[src/rtl/por_seq_pkg.sv]
package por_seq_pkg;

  typedef enum logic [2:0] {
    ST_PORW = 3'd0,
    ST_PWRT = 3'd1,
    ST_OST  = 3'd2,
    ST_PLL  = 3'd3,
    ST_RUN  = 3'd4
  } seq_stage_e;

  localparam logic [2:0] MODE_PLL  = 3'd0;
  localparam logic [2:0] MODE_XTAL = 3'd1;

  // Modes that need an oscillator settle count after power-up or wake
  function automatic logic mode_needs_ost(input logic [2:0] m);
    return (m == MODE_PLL) || (m == MODE_XTAL);
  endfunction

endpackage

[src/rtl/por_sync2.sv]
module por_sync2 #(
  parameter int         WIDTH   = 2,
  parameter logic [1:0] RST_VAL = 2'b00
) (
  input  logic             clk,
  input  logic             rst_n,
  input  logic [WIDTH-1:0] d_async,
  output logic [WIDTH-1:0] q_sync
);

  logic [WIDTH-1:0] meta_q;
  logic [WIDTH-1:0] sync_q;

  // Per-bit reset value taken from RST_VAL
  for (genvar b = 0; b < WIDTH; b++) begin : g_bit
    always_ff @(posedge clk or negedge rst_n) begin
      if (!rst_n) begin
        meta_q[b] <= RST_VAL[b];
        sync_q[b] <= RST_VAL[b];
      end else begin
        meta_q[b] <= d_async[b];
        sync_q[b] <= meta_q[b];
      end
    end
  end

  assign q_sync = sync_q;

endmodule

[src/rtl/por_seq_fsm.sv]
module por_seq_fsm
  import por_seq_pkg::*;
#(
  parameter int PWRT_TICKS = 2048,
  parameter int OST_CYCLES = 1024,
  parameter int PLL_TICKS  = 62
) (
  input  logic       clk,
  input  logic       rst_n,
  input  logic       por_s,
  input  logic       rc_tick,
  input  logic       osc_tick,
  input  logic       pm_wake,
  input  logic [2:0] osc_mode,
  output logic [2:0] stage_o
);

  localparam int MAX_AB = (PWRT_TICKS > OST_CYCLES) ? PWRT_TICKS : OST_CYCLES;
  localparam int MAX_C  = (MAX_AB > PLL_TICKS) ? MAX_AB : PLL_TICKS;
  localparam int CNT_W  = (MAX_C > 1) ? $clog2(MAX_C) : 1;
  localparam logic [CNT_W-1:0] PWRT_LAST = CNT_W'(PWRT_TICKS - 1);
  localparam logic [CNT_W-1:0] OST_LAST  = CNT_W'(OST_CYCLES - 1);
  localparam logic [CNT_W-1:0] PLL_LAST  = CNT_W'(PLL_TICKS - 1);

  seq_stage_e       stage_q, stage_n;
  logic [CNT_W-1:0] cnt_q, cnt_n;

  always_comb begin
    stage_n = stage_q;
    cnt_n   = cnt_q;
    if (por_s) begin
      stage_n = ST_PORW;
      cnt_n   = '0;
    end else begin
      case (stage_q)
        ST_PORW: begin
          stage_n = ST_PWRT;
          cnt_n   = '0;
        end
        ST_PWRT: if (rc_tick) begin
          if (cnt_q == PWRT_LAST) begin
            cnt_n   = '0;
            stage_n = mode_needs_ost(osc_mode) ? ST_OST : ST_RUN;
          end else begin
            cnt_n = cnt_q + CNT_W'(1);
          end
        end
        ST_OST: if (osc_tick) begin
          if (cnt_q == OST_LAST) begin
            cnt_n   = '0;
            stage_n = (osc_mode == MODE_PLL) ? ST_PLL : ST_RUN;
          end else begin
            cnt_n = cnt_q + CNT_W'(1);
          end
        end
        ST_PLL: if (rc_tick) begin
          if (cnt_q == PLL_LAST) begin
            cnt_n   = '0;
            stage_n = ST_RUN;
          end else begin
            cnt_n = cnt_q + CNT_W'(1);
          end
        end
        ST_RUN: if (pm_wake && mode_needs_ost(osc_mode)) begin
          stage_n = ST_OST;
          cnt_n   = '0;
        end
        default: begin
          stage_n = ST_PORW;
          cnt_n   = '0;
        end
      endcase
    end
  end

  always_ff @(posedge clk or negedge rst_n) begin
    if (!rst_n) begin
      stage_q <= ST_PORW;
      cnt_q   <= '0;
    end else begin
      stage_q <= stage_n;
      cnt_q   <= cnt_n;
    end
  end

  assign stage_o = stage_q;

  assert_por_abort_R8: assert property (@(posedge clk) disable iff (!rst_n)
    por_s |=> (stage_q == ST_PORW));

  assert_pwrt_needs_tick_R3: assert property (@(posedge clk) disable iff (!rst_n)
    (stage_q == ST_PWRT && !rc_tick && !por_s) |=> (stage_q == ST_PWRT));

  assert_ost_needs_tick_R4: assert property (@(posedge clk) disable iff (!rst_n)
    (stage_q == ST_OST && !osc_tick && !por_s) |=> (stage_q == ST_OST));

  assert_pll_needs_tick_R5: assert property (@(posedge clk) disable iff (!rst_n)
    (stage_q == ST_PLL && !rc_tick && !por_s) |=> (stage_q == ST_PLL));

  assert_stage_legal_R12: assert property (@(posedge clk) disable iff (!rst_n)
    stage_q <= ST_RUN);

endmodule

[src/rtl/por_seq_out.sv]
module por_seq_out
  import por_seq_pkg::*;
(
  input  logic       clk,
  input  logic       rst_n,
  input  logic [2:0] stage_i,
  input  logic       por_s,
  input  logic       mclr_s,
  input  logic       hard_rst_evt,
  output logic       core_rst,
  output logic       cfg_reload
);

  logic por_d, mclr_d;
  logic core_rst_q, core_rst_n;
  logic reload_q, reload_n;

  always_comb begin
    core_rst_n = (stage_i != ST_RUN) || !mclr_s || hard_rst_evt;
    reload_n   = (por_s && !por_d) || (mclr_d && !mclr_s) || hard_rst_evt;
  end

  always_ff @(posedge clk or negedge rst_n) begin
    if (!rst_n) begin
      por_d      <= 1'b1;
      mclr_d     <= 1'b0;
      core_rst_q <= 1'b1;
      reload_q   <= 1'b0;
    end else begin
      por_d      <= por_s;
      mclr_d     <= mclr_s;
      core_rst_q <= core_rst_n;
      reload_q   <= reload_n;
    end
  end

  assign core_rst   = core_rst_q;
  assign cfg_reload = reload_q;

  assert_hold_in_seq_R3: assert property (@(posedge clk) disable iff (!rst_n)
    (stage_i != ST_RUN) |=> core_rst);

  assert_reload_on_mclr_R10: assert property (@(posedge clk) disable iff (!rst_n)
    $fell(mclr_s) |=> cfg_reload);

  assert_reload_on_por_R10: assert property (@(posedge clk) disable iff (!rst_n)
    $rose(por_s) |=> cfg_reload);

  assert_hard_evt_R11: assert property (@(posedge clk) disable iff (!rst_n)
    hard_rst_evt |=> (core_rst && cfg_reload));

  assert_mclr_holds_R7: assert property (@(posedge clk) disable iff (!rst_n)
    !mclr_s |=> core_rst);

endmodule

[src/rtl/por_timeout_seq.sv]
module por_timeout_seq #(
  parameter int PWRT_TICKS = 2048,
  parameter int OST_CYCLES = 1024,
  parameter int PLL_TICKS  = 62
) (
  input  logic       clk,
  input  logic       rst_n,
  input  logic       por_in,
  input  logic       mclr_n,
  input  logic       rc_tick,
  input  logic       osc_tick,
  input  logic [2:0] osc_mode,
  input  logic       pm_wake,
  input  logic       hard_rst_evt,
  output logic       core_rst,
  output logic       cfg_reload,
  output logic [2:0] stage
);

  logic [1:0] sync_q;
  logic       por_s, mclr_s;
  logic [2:0] stage_w;

  // Bit 0: POR (resets asserted), bit 1: master-clear (resets low = asserted)
  por_sync2 #(.WIDTH(2), .RST_VAL(2'b01)) u_sync (
    .clk     (clk),
    .rst_n   (rst_n),
    .d_async ({mclr_n, por_in}),
    .q_sync  (sync_q)
  );

  assign por_s  = sync_q[0];
  assign mclr_s = sync_q[1];

  por_seq_fsm #(
    .PWRT_TICKS(PWRT_TICKS),
    .OST_CYCLES(OST_CYCLES),
    .PLL_TICKS (PLL_TICKS)
  ) u_fsm (
    .clk     (clk),
    .rst_n   (rst_n),
    .por_s   (por_s),
    .rc_tick (rc_tick),
    .osc_tick(osc_tick),
    .pm_wake (pm_wake),
    .osc_mode(osc_mode),
    .stage_o (stage_w)
  );

  por_seq_out u_out (
    .clk         (clk),
    .rst_n       (rst_n),
    .stage_i     (stage_w),
    .por_s       (por_s),
    .mclr_s      (mclr_s),
    .hard_rst_evt(hard_rst_evt),
    .core_rst    (core_rst),
    .cfg_reload  (cfg_reload)
  );

  assign stage = stage_w;

endmodule

[config.mk]
export PLATFORM = sky130hd
export DESIGN_NAME = por_timeout_seq
export DESIGN_NICKNAME = d
export VERILOG_FILES = /design/src/rtl/por_seq_pkg.sv /design/src/rtl/por_sync2.sv /design/src/rtl/por_seq_fsm.sv /design/src/rtl/por_seq_out.sv /design/src/rtl/por_timeout_seq.sv
export SDC_FILE = /design/constraint.sdc
export NUM_CORES = 1
export LEC_CHECK = 0
export CAP_MARGIN = 5
export CORE_MARGIN = 2
export CORE_UTILIZATION = 48
export DETAILED_ROUTE_END_ITERATION = 7
export PLACE_DENSITY = 0.74
export SLEW_MARGIN = 40
export SYNTH_ARGS = -nofsm -noshare
export SYNTH_HDL_FRONTEND = slang
export SYNTH_SLANG_ARGS = --single-unit
[constraint.sdc]
create_clock -name clk -period 1.7 [get_ports clk]
set_input_delay 0.425 -clock clk [delete_from_list [all_inputs] [get_ports clk]]
set_output_delay 0.425 -clock clk [all_outputs]
set_load 0.01 [all_outputs]
==> metrics.txt <==
post-DP HPWL=2520 um; boundary pin count=16; synthesized area per cell=10.1 um2; synth unique cells=49; crit share post-route=119%; main combinational cell family by area after synthesis=compound AO/OA/AOI/OAI gates; Crit. End Element=flip-flop; Final Power=2.01 mW; Yosys reg bits=22; antenna violations before repair=0; Pint=1.25 mW; Yosys top cell area share=36.0%; Rows=18; Fillers=169; Area growth, synth to finish=50.8%; Finished Core Util=76.3%; reg2reg setup slack=-320 ps; Synth Cell Area=1250 um2; Num CTS Buffers=3; Peak VDD IR=859 uV; Setup Skew=2.63 ps; crit-path max cell delay=540 ps; post-synthesis mux area share=1.60%; Hold-fix buffers, CTS=0; violated checks=negative setup slack; TritonCTS clock tree=yes; Data arrival, critical path=2290 ps; root buffer cell=clkbuf_4; RSZ-0062 raised after global routing=yes; Core ar.=2480 um2; Die Y-Extent=55.1 um; vias per cell=6.03; clock buffer depth=2; Hold Violations, Final=0; Worst-Margin Slew=414 ps; Slew HR=72.1%; Clk network pwr share=14.8%; Comb power frac=53.7%; sequential area share after synthesis=44.4%; Clock H-tree levels=1; GRT Overall Usage=27.7%; P_sw=0.764 mW; PnR worst setup slack=-324 ps; drt wl/cell=17.3 um; share of layout cells above drive strength 1=42.0%; worst hold path depth=0; Starting Density=50.6%; Hold Path Sink=u_sync.q_sync[0]; Slew Viols, Final=0; routed via count=1,272; pin count of the biggest net entering global routing=23; Critical Path, Cell by Cell=buf_6 > ha_4 > and4_4 > and3_4 > a2111o_2 > nor2_4 > a22o_1; status=complete, but fails checks; Final setup viols=14; fmax=0.494 GHz; leading area contributor after synthesis=dfrtp_1; Routed WL=3650 um; Syn Nets=137; Crit Path Class=reg -> reg; P_leak=0.817 nW; final worst path period need=2020 ps; XOR/XNOR share of the synthesized area=0%; most frequent cell after synthesis=dfrtp_1; Die Footprint=3030 um2; Pwr Density=1060 nW/um2; Synth Instances=124; worst-skew pair later-pin latency=320 ps; Net Sw Frac=38.0%; critical path fanouts, max=5; Post-synth ARST share=100%; clk sink count=22; gp weighted congestion=0.844; sequential share of power=31.5%; Hold Crit Class=reg -> reg; adder-cell share of the synthesized area=2.00%; Critical Path RT=1960 ps; synth warn=0; synth cell count leaders=18 x dfrtp_1, 9 x o21ai_1, 7 x inv_1, 7 x nor2_1, 6 x nand2_1; first-pass GRT wire length=5910 um; I/O Buffers=15; grt total ovfl=0; post-route ant nets=0; drc violations=0; Critical R2R Capture=u_fsm.cnt_q[7]; Max Cap Viol=0; nets@finish=195; worst hold path startpoint=u_sync.meta_q[0]; number of synthesized flops with an enable pin=0; Post-synth top flop=dfrtp_1; CP Launch Type=flip-flop; post-synthesis simple-gate area fraction=23.8%; largest cells by area after synthesis=dfrtp_1 36%, dfstp_2 8.4%, o21ai_1 3.6%; reg2reg path depth=7; Synth Area in Compound Gates=25.1%; 1st-iter DRT viols=41; vias in the first global route=1,288; Critical Path Slowest Stage Cell=a2111o_2; worst slack, placed=-497 ps; antenna diode count=0; Worst R2R Start=u_fsm.cnt_q[1]; chip width=55.1 um; Pre-antenna DRT Iters=4; Clock Pin Slew Worst Setup and Hold Paths=120 ps
## cells by family (layout without fill, tap and decap cells)
group / after synthesis / count (layout)
compound gates: 41 / 41
mux: 2 / 2
flops: 22 / 22
buf+inv: 10 / 67
fa+ha+maj: 2 / 2
simple gates: 47 / 47
## per-stage QoR
step           std cells  hold slack (ps)  instance area, um2  setup TNS (ps)
6_report             211              367                1890           -3930
5_1_grt              211              371                1890           -4850
4_1_cts              208              367                1840           -3750
3_5_place_dp         200              344                1710           -5810
3_3_place_gp         200              341                1710           -5280
2_1_floorplan        124              129                1280           -1660
## routing by layer
metal  global-route usage (%)  share of wire [%]
met5                        0                  0
met4                     11.4                1.9
met3                     4.03                3.7
met2                     47.4                 50
met1                     34.9                 44
## cells in the final DEF (no fill, tap or decap), types with 2 or more instances in the layout
master and n:
clkdlybuf4s50_1 11, nand3_1 3, nand4_1 2, or3_1 4
o21a_1 2, nor2_1 6, a2111oi_4 2, o21ai_0 5
o311ai_4 2, buf_6 2, o22ai_1 3, dfrtp_1 15
dfstp_2 4, a21oi_1 4, nor2b_1 3, a22o_1 3
buf_4 39, inv_1 6, mux2i_1 2, o2bb2ai_1 2
o21ai_1 8, clkbuf_4 3, ha_4 2, nor4_1 2
dfrtp_2 3, dlygate4sd2_1 3, nor3_1 3, nand2_1 6
## what timing repair did
| item | 4_1_cts | 5_1_grt |
|---|---|---|
| setup endpoints to repair | 18 | 15 |
| pin swaps | 5 | 5 |
| setup buffers | 4 | 3 |
| resized for setup | 16 | 8 |
| gates cloned | 0 | 0 |
## cell type report
cell class	count	area (um2)	area share (%)
Clock buffer	4	36.3	1.92
Inverter	7	26.3	1.39
Multi-Input combinational cell	92	773	40.9
Sequential cell	22	559	29.6
Tap cell	30	37.5	1.99
Timing Repair Buffer	56	457	24.2
## worst max path at each step
stage / startpoint / to / slack [ps] / cells past startpoint
floorplan: u_fsm.cnt_q[1] / u_fsm.cnt_q[2] / -200 / 7
finish: u_fsm.cnt_q[1] / u_fsm.cnt_q[7] / -320 / 7
global placement: osc_mode[1] / u_fsm.cnt_q[8] / -460 / 5
global route: u_fsm.cnt_q[1] / u_fsm.stage_o[2] / -370 / 8
CTS: u_fsm.cnt_q[1] / u_fsm.cnt_q[9] / -320 / 7
detailed placement: osc_mode[1] / u_fsm.cnt_q[8] / -500 / 5
## critical path, delay by kind of cell, from the launching register on
kind                     cells  cell delay (ps)
AO/OA/AOI/OAI                2              720
AND/OR/NAND/NOR              3              540
flip-flops                   1              420
adder cells (fa/ha/maj)      1              150
buffers and inverters        1              140
## registers in the layout, summed over array words and instances, names as in the netlist
signal and cells:
u_fsm.cnt_q 11, u_out.core_rst 1, u_sync.meta_q 2, u_fsm.stage_o 3, u_sync.q_sync 2, u_out.por_d 1
u_out.cfg_reload 1, u_out.mclr_d 1
## power groups by stage
stage	logic, mW	registers (mW)	clock network, mW
2_1_floorplan	0.514	0.641	0
4_1_cts	1.05	0.621	0.305
6_report	1.08	0.634	0.298
5_1_grt	1.17	0.640	0.319
3_5_place_dp	0.915	0.641	0
3_3_place_gp	0.885	0.634	0
Note: power is estimated with default switching activity, not from simulation.
